--- src/rtl/irq_mode_pkg.sv ---
package irq_mode_pkg;
  localparam int NSRC      = 6;
  localparam int DATA_W    = 32;
  localparam int ADDR_W    = 2;
  localparam int LEN_W     = 7;
  localparam int NFLAG     = 3;
  localparam int DP_SRC    = 5;
  localparam int DP_CLR_BIT = 11;

  typedef enum logic [ADDR_W-1:0] {
    OFS_MODE = 2'd0,
    OFS_PEND = 2'd1,
    OFS_MASK = 2'd2,
    OFS_NONE = 2'd3
  } reg_ofs_e;
endpackage

--- src/rtl/irq_rst_sync.sv ---
module irq_rst_sync #(
  parameter int STAGES = 2
) (
  input  logic clk,
  input  logic rst_n,
  output logic rst_sync_n
);
  logic [STAGES-1:0] sync_q;

  always_ff @(posedge clk or negedge rst_n) begin
    if (!rst_n) sync_q <= '0;
    else        sync_q <= {sync_q[STAGES-2:0], 1'b1};
  end

  assign rst_sync_n = sync_q[STAGES-1];
endmodule

--- src/rtl/irq_clrset_bank.sv ---
module irq_clrset_bank #(
  parameter int NBITS = 6
) (
  input  logic               clk,
  input  logic               rst_n,
  input  logic               cmd_en,
  input  logic [2*NBITS-1:0] cmd,
  output logic [NBITS-1:0]   q
);
  logic [NBITS-1:0] q_d;
  logic [NBITS-1:0] q_r;

  for (genvar i = 0; i < NBITS; i++) begin : g_bit
    always_comb begin
      q_d[i] = q_r[i];
      if (cmd[2*i])   q_d[i] = 1'b0;
      if (cmd[2*i+1]) q_d[i] = 1'b1;
    end
  end

  always_ff @(posedge clk or negedge rst_n) begin
    if (!rst_n)      q_r <= '0;
    else if (cmd_en) q_r <= q_d;
  end

  assign q = q_r;
endmodule

--- src/rtl/irq_pend_reg.sv ---
module irq_pend_reg #(
  parameter int NSRC = 6
) (
  input  logic            clk,
  input  logic            rst_n,
  input  logic [NSRC-1:0] raise,
  input  logic [NSRC-1:0] hw_clear,
  input  logic [NSRC-1:0] sw_clear,
  output logic [NSRC-1:0] pend
);
  logic [NSRC-1:0] pend_d;
  logic [NSRC-1:0] pend_r;
  logic            upd_en;

  assign upd_en = |{raise, hw_clear, sw_clear};

  always_comb begin
    pend_d = (pend_r & ~(hw_clear | sw_clear)) | raise;
  end

  always_ff @(posedge clk or negedge rst_n) begin
    if (!rst_n)      pend_r <= '0;
    else if (upd_en) pend_r <= pend_d;
  end

  assign pend = pend_r;
endmodule

--- src/rtl/irq_mode_unit.sv ---
module irq_mode_unit
  import irq_mode_pkg::*;
#(
  parameter int SYNC_STAGES = 2
) (
  input  logic              clk,
  input  logic              rst_n,
  input  logic              bus_wr,
  input  logic [ADDR_W-1:0] bus_addr,
  input  logic [DATA_W-1:0] bus_wdata,
  input  logic [DATA_W-1:0] bus_wmask,
  output logic [DATA_W-1:0] bus_rdata,
  input  logic [NSRC-1:0]   src_raise,
  input  logic [NSRC-1:0]   src_clear,
  output logic              irq_out
);
  localparam int MODE_RD_W = LEN_W + NFLAG;

  logic                 rst_sync_n;
  logic [DATA_W-1:0]    wr_eff;
  logic                 mode_wr;
  logic                 mask_wr;
  logic [NSRC-1:0]      mask_q;
  logic [NSRC-1:0]      pend_q;
  logic [NSRC-1:0]      sw_clr;
  logic [2*NFLAG-1:0]   flag_cmd;
  logic [NFLAG-1:0]     flag_q;
  logic [LEN_W-1:0]     len_q;
  logic [LEN_W-1:0]     len_d;
  logic                 irq_d;
  logic                 irq_q;

  irq_rst_sync #(.STAGES(SYNC_STAGES)) u_rst (
    .clk        (clk),
    .rst_n      (rst_n),
    .rst_sync_n (rst_sync_n)
  );

  // Command decode on masked write data
  assign wr_eff  = bus_wdata & bus_wmask;
  assign mode_wr = bus_wr && (bus_addr == OFS_MODE);
  assign mask_wr = bus_wr && (bus_addr == OFS_MASK);

  // Mode flag command pairs: init (7/8), bus test (9/10), mem-reg (12/13)
  assign flag_cmd = {wr_eff[13], wr_eff[12], wr_eff[10], wr_eff[9],
                     wr_eff[8],  wr_eff[7]};

  always_comb begin
    sw_clr = '0;
    sw_clr[DP_SRC] = mode_wr && wr_eff[DP_CLR_BIT];
  end

  irq_clrset_bank #(.NBITS(NSRC)) u_mask (
    .clk    (clk),
    .rst_n  (rst_sync_n),
    .cmd_en (mask_wr),
    .cmd    (wr_eff[2*NSRC-1:0]),
    .q      (mask_q)
  );

  irq_clrset_bank #(.NBITS(NFLAG)) u_flags (
    .clk    (clk),
    .rst_n  (rst_sync_n),
    .cmd_en (mode_wr),
    .cmd    (flag_cmd),
    .q      (flag_q)
  );

  irq_pend_reg #(.NSRC(NSRC)) u_pend (
    .clk      (clk),
    .rst_n    (rst_sync_n),
    .raise    (src_raise),
    .hw_clear (src_clear),
    .sw_clear (sw_clr),
    .pend     (pend_q)
  );

  // Init length field
  always_comb begin
    len_d = len_q;
    if (mode_wr) len_d = wr_eff[LEN_W-1:0];
  end

  always_ff @(posedge clk or negedge rst_sync_n) begin
    if (!rst_sync_n) len_q <= '0;
    else             len_q <= len_d;
  end

  // Combined request, registered
  assign irq_d = |(pend_q & mask_q);

  always_ff @(posedge clk or negedge rst_sync_n) begin
    if (!rst_sync_n) irq_q <= 1'b0;
    else             irq_q <= irq_d;
  end

  assign irq_out = irq_q;

  // Read mux
  always_comb begin
    bus_rdata = '0;
    unique case (bus_addr)
      OFS_MODE: bus_rdata[MODE_RD_W-1:0] = {flag_q, len_q};
      OFS_PEND: bus_rdata[NSRC-1:0]      = pend_q;
      OFS_MASK: bus_rdata[NSRC-1:0]      = mask_q;
      default:  bus_rdata                = '0;
    endcase
  end
endmodule

--- config.mk ---
export PLATFORM = sky130hd
export DESIGN_NAME = irq_mode_unit
export DESIGN_NICKNAME = d
export VERILOG_FILES = /design/src/rtl/irq_mode_pkg.sv /design/src/rtl/irq_rst_sync.sv /design/src/rtl/irq_clrset_bank.sv /design/src/rtl/irq_pend_reg.sv /design/src/rtl/irq_mode_unit.sv
export SDC_FILE = /design/constraint.sdc
export NUM_CORES = 1
export LEC_CHECK = 0
export BUFFER_PORTS_ARGS = -buffer_cell sky130_fd_sc_hd__buf_2
export CAP_MARGIN = 25
export CORE_UTILIZATION = 42
export CTS_CLUSTER_DIAMETER = 150
export CTS_CLUSTER_SIZE = 20
export DETAILED_ROUTE_END_ITERATION = 12
export PLACE_DENSITY = 0.92
export SLEW_MARGIN = 20
export SYNTH_ARGS = -nofsm -noshare
export SYNTH_HDL_FRONTEND = slang
export SYNTH_HIERARCHICAL = 1
export SYNTH_SLANG_ARGS = --single-unit
--- constraint.sdc ---
create_clock -name clk -period 1.5 [get_ports clk]
set_clock_uncertainty 0.05 [all_clocks]
set_input_delay 0.075 -clock clk [delete_from_list [all_inputs] [get_ports clk]]
set_output_delay 0.075 -clock clk [all_outputs]
set_load 0.05 [all_outputs]
==> results of run 1 <==
[layout make-up]
cell class,instances,area (um2),area share
repair buffers,74,459,0.247
flip-flops and latches,25,626,0.337
multi-input cells,105,689,0.372
well taps,44,55.1,0.0297
clock buffers,4,26.3,0.0142
[power groups by stage]
stage                     registers, uW  clock network, uW  logic [uW]
final                               851                299         629
after global routing                864                343         673
after CTS                           851                307         622
after detailed placement            865                  0         590
after global placement              856                  0         577
after floorplan                     867                  0         485
[kinds of logic after synthesis]
kind of cell    synth area share
simple gates               0.153
buf+inv                    0.147
flops                      0.438
compound gates             0.141
mux                        0.116
other cells              0.00526
[worst paths after layout]
kind	from	slack, ns	end	cells after the start
worst min-delay path	bus_wmask[13]	0.03	u_flags/q[2]	3
worst max register to register	u_pend/pend[1]	0.20	u_pend/pend[1]	2
min in group asynchronous	u_rst/sync_q[1]	0.18	u_mask/q[2]	1
worst min register to register	u_rst/sync_q[1]	0.18	u_mask/q[2]	1
worst max-delay path	u_mask/q[2]	0.09	bus_rdata[2]	3
max in group asynchronous	rst_n	0.74	u_rst/sync_q[1]	3
[routing by layer]
metal	share of wire	routed length, um	up-vias
met1	0.42	1290	507
met4	0.014	44	0
li1	-	-	552
met3	0.054	166	4
met2	0.52	1600	46
met5	0	0	-
[worst min-delay path, cell delays in order]
cell and delay, ns:
sky130_fd_sc_hd__buf_2 0.07, sky130_fd_sc_hd__and2_1 0.10, sky130_fd_sc_hd__a22o_1 0.13
[timing repair]
item / CTS / global route
gates resized for setup: 0 / 2
hold endpoints to repair: 8 / 0
hold buffers: 14 / 0
setup endpoints to repair: 0 / 2
[registers in the layout, indices dropped and copies added (netlist names)]
register      flops
irq_out           1
len_q             7
u_flags/q         3
u_mask/q          6
u_pend/pend       6
u_rst/sync_q      2
[synthesized netlist by cell type]
library cell / n
sky130_fd_sc_hd__a22oi_1: 3
sky130_fd_sc_hd__conb_1: 2
sky130_fd_sc_hd__and2_2: 1
sky130_fd_sc_hd__o2bb2ai_1: 6
sky130_fd_sc_hd__nor2_1: 8
sky130_fd_sc_hd__a22o_1: 7
sky130_fd_sc_hd__mux2_4: 7
sky130_fd_sc_hd__nor2b_1: 1
sky130_fd_sc_hd__nand2_1: 10
sky130_fd_sc_hd__mux2i_1: 6
sky130_fd_sc_hd__dfrtp_1: 25
sky130_fd_sc_hd__nand3_1: 1
sky130_fd_sc_hd__a22o_2: 2
sky130_fd_sc_hd__and2_1: 18
sky130_fd_sc_hd__buf_6: 4
sky130_fd_sc_hd__buf_4: 22
sky130_fd_sc_hd__nor3b_4: 1
sky130_fd_sc_hd__a21o_1: 6
[metrics by stage]
| stage | cell area [um2] | utilization | hold slack [ns] | setup slack [ns] |
|---|---|---|---|---|
| 2_1_floorplan | 1530 | - | -0.271 | 0.190 |
| 3_3_place_gp | 1680 | 0.538 | -0.189 | 0.248 |
| 3_5_place_dp | 1680 | 0.538 | -0.188 | 0.211 |
| 4_1_cts | 1850 | 0.591 | 0.0299 | 0.0649 |
| 5_1_grt | 1860 | 0.593 | 0.0492 | 0.0145 |
| 6_report | 1860 | 0.593 | 0.0327 | 0.0852 |
==> impl_metrics.sql, run 1 <==
INSERT INTO impl_metrics (metric_group, metric, value, unit) VALUES
('placed_design', 'placed_cells', '234', ''),
('setup_path', 'worstPathMaxFanout', '3', ''),
('power', 'netSwitchingFraction', '0.371', ''),
('grt', 'grt_start_max_net_pins', '24', ''),
('clock_tree', 'clockBufferDepth', '2', ''),
('clock_tree', 'tritoncts', 'done', ''),
('setup_path', 'critPathArrivalTime', '1.29', 'ns'),
('timing', 'setup_total_negative_slack', '0', 'ns'),
('synth', 'syn_inst', '130', ''),
('power', 'fin_total_pwr', '1780', 'uW'),
('clock_tree', 'cts_buffers', '3', ''),
('drt', 'drtIter0Drc', '17', ''),
('placed_design', 'gpl.final_weighted_congestion', '0.763', ''),
('clock_tree', 'number_of_setup_buffers_added_after_cts', '0', ''),
('grt', 'busiest_layer', 'met2', ''),
('floorplan', 'io-pin-count', '114', ''),
('clock_tree', 'worstSkewPairLatency', '0.32', 'ns'),
('cells_and_area', 'fin_nets', '290', ''),
('floorplan', 'chipHeight', '60.3', 'um'),
('power', 'cellLeakagePower', '0.000983', 'uW'),
('drt', 'drt_first_pass_iters', '4', ''),
('power', 'internal_power', '1120', 'uW'),
('cells_and_area', 'final_cell_mix', 'sky130_fd_sc_hd__buf_2, sky130_fd_sc_hd__conb_1, sky130_fd_sc_hd__dfrtp_1', ''),
('hold_path', 'holdCritPathClass', 'input port to flop', ''),
('synth', 'number_of_flip_flops_and_latches_in_the_synthesized_netlist', '25', ''),
('power', 'clock_power_share', '0.168', ''),
('power', 'worst_ir_drop_vdd', '0.000398', 'V'),
('timing', 'final_hold_viol_count', '0', ''),
('power', 'p_per_area', '958', 'nW/um2'),
('drt', 'detailroute.via_count', '1109', ''),
('setup_path', 'crit_path_cell_trace', 'mux2i_1 -> o2bb2ai_1 -> buf_2', ''),
('grt', 'grt_overflow', '0', ''),
('clock_tree', 'clockRootBuffer', 'sky130_fd_sc_hd__clkbuf_4', ''),
('clock_tree', 'cts_max_level', '1', ''),
('timing', 'rsz_0062_raised_after_global_routing', 'no', ''),
('timing', 'slew_viol_final', '0', ''),
('synth', 'synth.avg_cell_area', '11.0', 'um2'),
('setup_path', 'timing.setup.critical_path_class', 'flop to output pin', ''),
('timing', 'max_freq', '0.707', 'GHz'),
('grt', 'grt_usage', '0.190', ''),
('grt', 'antenna_found_initial', '0', ''),
('cells_and_area', 'final_cells', '252', ''),
('synth', 'synth_top_cell_by_area', 'sky130_fd_sc_hd__dfrtp_1', ''),
('run_status', 'status', 'completed', ''),
('cells_and_area', 'layout_commonest_cell', 'sky130_fd_sc_hd__buf_2', ''),
('synth', 'synthDistinctLibCells', '18', ''),
('setup_path', 'worst-endpoint-required', '1.37', 'ns'),
('power', 'total_switching_power', '660', 'uW'),
('placed_design', 'hpwlAfterDp', '2.27', 'mm'),
('drt', 'avgViaCountPerCell', '4.40', ''),
('setup_path', 'crit_path_end_kind', 'output pin', ''),
('drt', 'detail_route.wl_per_cell', '12.3', 'um'),
('floorplan', 'floorplan.initialDensity', '0.456', ''),
('floorplan', 'die_footprint', '3640', 'um2'),
('synth', 'synthDominantCellAreaShare', '0.438', ''),
('timing', 'timing.final.crit_share', '0.943', ''),
('floorplan', 'die_x', '60.3', 'um'),
('clock_tree', 'clkSlewWorstSetupHoldPaths', '0.13', 'ns'),
('timing', 'post-route-min-period', '1.41', 'ns'),
('setup_path', 'critPathSlowestCell', 'sky130_fd_sc_hd__dfrtp_1', ''),
('cells_and_area', 'n_fill_cell', '288', ''),
('setup_path', 'worstPathBufferInverterCount', '1', ''),
('timing', 'timing.final.setup_violations', '0', ''),
('cells_and_area', 'insertedDiodeCount', '0', ''),
('floorplan', 'core', '3130', 'um2'),
('clock_tree', 'clock-sinks', '25', ''),
('setup_path', 'slowest_delay', '0.41', 'ns'),
('synth', 'mappedNetlistArea', '1430', 'um2'),
('drt', 'drc', '0', ''),
('power', 'p_seq_frac', '0.478', ''),
('placed_design', 'port_buffers', '55', '');
No activity file was read; power rests on OpenSTA's default activity.
==> run 2, diff against run 1 <==
- RECOVER_POWER: unset -> 25
==> run 2 against run 1 <==
- register-to-register slack about the same
- routed wire length about the same
- critical endpoint unchanged
- non-clock buffer count did not move
- die area unchanged
- sequential share of layout area hardly changed
- largest cell class unchanged
- global-route usage stayed put
- utilization down 0.080 points
==> impl_metrics.sql, run 2 (same netlist as run 1, synthesis figures left out) <==
INSERT INTO impl_metrics (metric_group, metric, value, unit) VALUES
('hold_path', 'holdCritPathClass', 'input port to flop', ''),
('cells_and_area', 'insertedDiodeCount', '0', ''),
('timing', 'setup_total_negative_slack', '0', 'ns'),
('grt', 'grt_overflow', '0', ''),
('drt', 'drtIter0Drc', '17', ''),
('cells_and_area', 'fin_nets', '290', ''),
('grt', 'grt_first_pass_wirelength', '4.97', 'mm'),
('timing', 'worst_margin_pin_slew', '0.563', 'ns'),
('cells_and_area', 'layout-drive-gt1-share', '0.356', ''),
('timing', 'timing.final.setup_violations', '0', ''),
('cells_and_area', 'largest_reg_flops', '7', ''),
('timing', 'slew_viol_final', '0', ''),
('floorplan', 'die_footprint', '3640', 'um2'),
('floorplan', 'floorplan.initialDensity', '0.456', ''),
('timing', 'final_hold_viol_count', '0', ''),
('drt', 'avgViaCountPerCell', '4.40', ''),
('drt', 'detailroute.via_count', '1109', ''),
('clock_tree', 'clock-sinks', '25', ''),
('clock_tree', 'cts_buffers', '3', ''),
('power', 'comb_power_share', '0.353', ''),
('cells_and_area', 'layout_commonest_cell', 'sky130_fd_sc_hd__buf_2', ''),
('placed_design', 'port_buffers', '55', ''),
('setup_path', 'worst-r2r-setup-slack', '0.20', 'ns'),
('clock_tree', 'number_of_setup_buffers_added_after_cts', '0', ''),
('clock_tree', 'clockRootBuffer', 'sky130_fd_sc_hd__clkbuf_4', ''),
('timing', 'max_freq', '0.707', 'GHz'),
('run_status', 'status', 'completed', ''),
('setup_path', 'crit_path_cell_trace', 'mux2i_1 -> o2bb2ai_1 -> buf_2', ''),
('cells_and_area', 'n_fill_cell', '289', ''),
('timing', 'timing.final.crit_share', '0.943', ''),
('drt', 'routed_wl', '3.09', 'mm'),
('clock_tree', 'tritoncts', 'done', ''),
('power', 'total_switching_power', '660', 'uW'),
('power', 'internal_power', '1120', 'uW'),
('grt', 'grt_start_max_net_pins', '24', ''),
('cells_and_area', 'regMostFlops', 'len_q', ''),
('setup_path', 'crit_path_end_kind', 'output pin', ''),
('floorplan', 'core', '3130', 'um2'),
('timing', 'maxSlewHeadroom', '0.625', ''),
('setup_path', 'slowest_delay', '0.41', 'ns'),
('power', 'netSwitchingFraction', '0.371', ''),
('clock_tree', 'worstSkewPairLatency', '0.32', 'ns'),
('power', 'clock_power_share', '0.168', ''),
('drt', 'drt_first_pass_iters', '4', ''),
('drt', 'drtAntennaViolNets', '0', ''),
('timing', 'setup_ws', '0.0852', 'ns'),
('cells_and_area', 'final_cell_mix', 'sky130_fd_sc_hd__buf_2, sky130_fd_sc_hd__conb_1, sky130_fd_sc_hd__dfrtp_1', ''),
('setup_path', 'critPathArrivalTime', '1.29', 'ns'),
('setup_path', 'critPathSlowestCell', 'sky130_fd_sc_hd__dfrtp_1', ''),
('setup_path', 'timing.critical_path.from_type', 'flop', ''),
('grt', 'vias_in_the_first_global_route', '1058', ''),
('power', 'cellLeakagePower', '0.000983', 'uW'),
('grt', 'antenna_found_initial', '0', ''),
('power', 'p_per_area', '959', 'nW/um2'),
('placed_design', 'hpwlAfterDp', '2.27', 'mm'),
('cells_and_area', 'finish.utilization', '0.592', ''),
('timing', 'rsz_0062_raised_after_global_routing', 'no', ''),
('run', 'count_of_max_cap_constraint_violations', '0', ''),
('placed_design', 'place_worst_setup_slack', '0.211', 'ns'),
('setup_path', 'worstPathMaxFanout', '3', ''),
('cells_and_area', 'syn_to_final_growth', '29.8', '%'),
('clock_tree', 'cts_max_level', '1', ''),
('grt', 'grt_usage', '0.190', ''),
('power', 'p_seq_frac', '0.479', ''),
('setup_path', 'timing.setup.critical_path_class', 'flop to output pin', ''),
('floorplan', 'chipHeight', '60.3', 'um'),
('timing', 'post-route-min-period', '1.41', 'ns'),
('clock_tree', 'clockBufferDepth', '2', ''),
('placed_design', 'gpl.final_weighted_congestion', '0.763', ''),
('timing', 'holdWs', '0.0327', 'ns'),
('power', 'worst_ir_drop_vdd', '0.000397', 'V'),
('floorplan', 'io-pin-count', '114', ''),
('clock_tree', 'clkSlewWorstSetupHoldPaths', '0.13', 'ns'),
('floorplan', 'placement_rows', '20', ''),
('drt', 'detail_route.wl_per_cell', '12.3', 'um'),
('floorplan', 'die_x', '60.3', 'um'),
('setup_path', 'worst-endpoint-required', '1.37', 'ns'),
('drt', 'drc', '0', '');
==> run 2: cell types whose count changed in the layout (fill, tap and decap cells not counted), sizes merged <==
cell | previous run | this run
clkbuf | 5 | 6
buf | 59 | 58
==> run 2: layer usage <==
metal,vias to the layer above,GRT usage,part of all wire
met5,-,0,0
met3,4,0.0303,0.054
li1,552,-,-
met2,46,0.334,0.52
met1,507,0.234,0.42
met4,0,0.0664,0.014
==> run 2: area by class of cell <==
| cell class | instances | area (um2) | share of cell area |
|---|---|---|---|
| multi-input combinational | 105 | 689 | 0.372 |
| clock buffer | 4 | 26.3 | 0.0142 |
| sequential | 25 | 626 | 0.338 |
| tap | 44 | 55.1 | 0.0297 |
| timing repair buffer | 74 | 457 | 0.246 |
==> run 2: timing repair <==
action,CTS,global route
endpoints found under the hold margin,8,0
resized for setup,0,2
hold buffers,14,0
setup endpoints to repair,0,2
==> run 2: final timing paths <==
check	cells past startpoint	startpoint	endpoint
setup / recovery	3	u_mask/q[2]	bus_rdata[2]
hold / removal	3	bus_wmask[13]	u_flags/q[2]
setup reg to reg	2	u_pend/pend[1]	u_pend/pend[1]
hold reg to reg	1	u_rst/sync_q[1]	u_mask/q[2]
max in group asynchronous	3	rst_n	u_rst/sync_q[1]
min in group asynchronous	1	u_rst/sync_q[1]	u_mask/q[2]
==> run 2: power by group through the flow <==
| stage | clock network [uW] | logic, uW | registers (uW) |
|---|---|---|---|
| after global placement | 0 | 577 | 856 |
| after CTS | 307 | 622 | 851 |
| after global routing | 343 | 672 | 864 |
| final | 299 | 628 | 851 |
| after floorplan | 0 | 485 | 867 |
| after detailed placement | 0 | 590 | 865 |
==> run 2: worst max-delay path, delay by kind of cell, from the launching register on <==
kind	cells	cell delay, ns
DFF	1	0.41
buffers and inverters	1	0.29
AOI/OAI and AO/OA	1	0.16
muxes	1	0.11
==> run 2: stage by stage <==
step / std cells / power (uW) / area (um2)
after detailed placement: 234 / 1460 / 1680
after CTS: 252 / 1780 / 1850
after global placement: 234 / 1430 / 1680
after global routing: 252 / 1880 / 1850
after floorplan: 156 / 1350 / 1530
final: 252 / 1780 / 1850
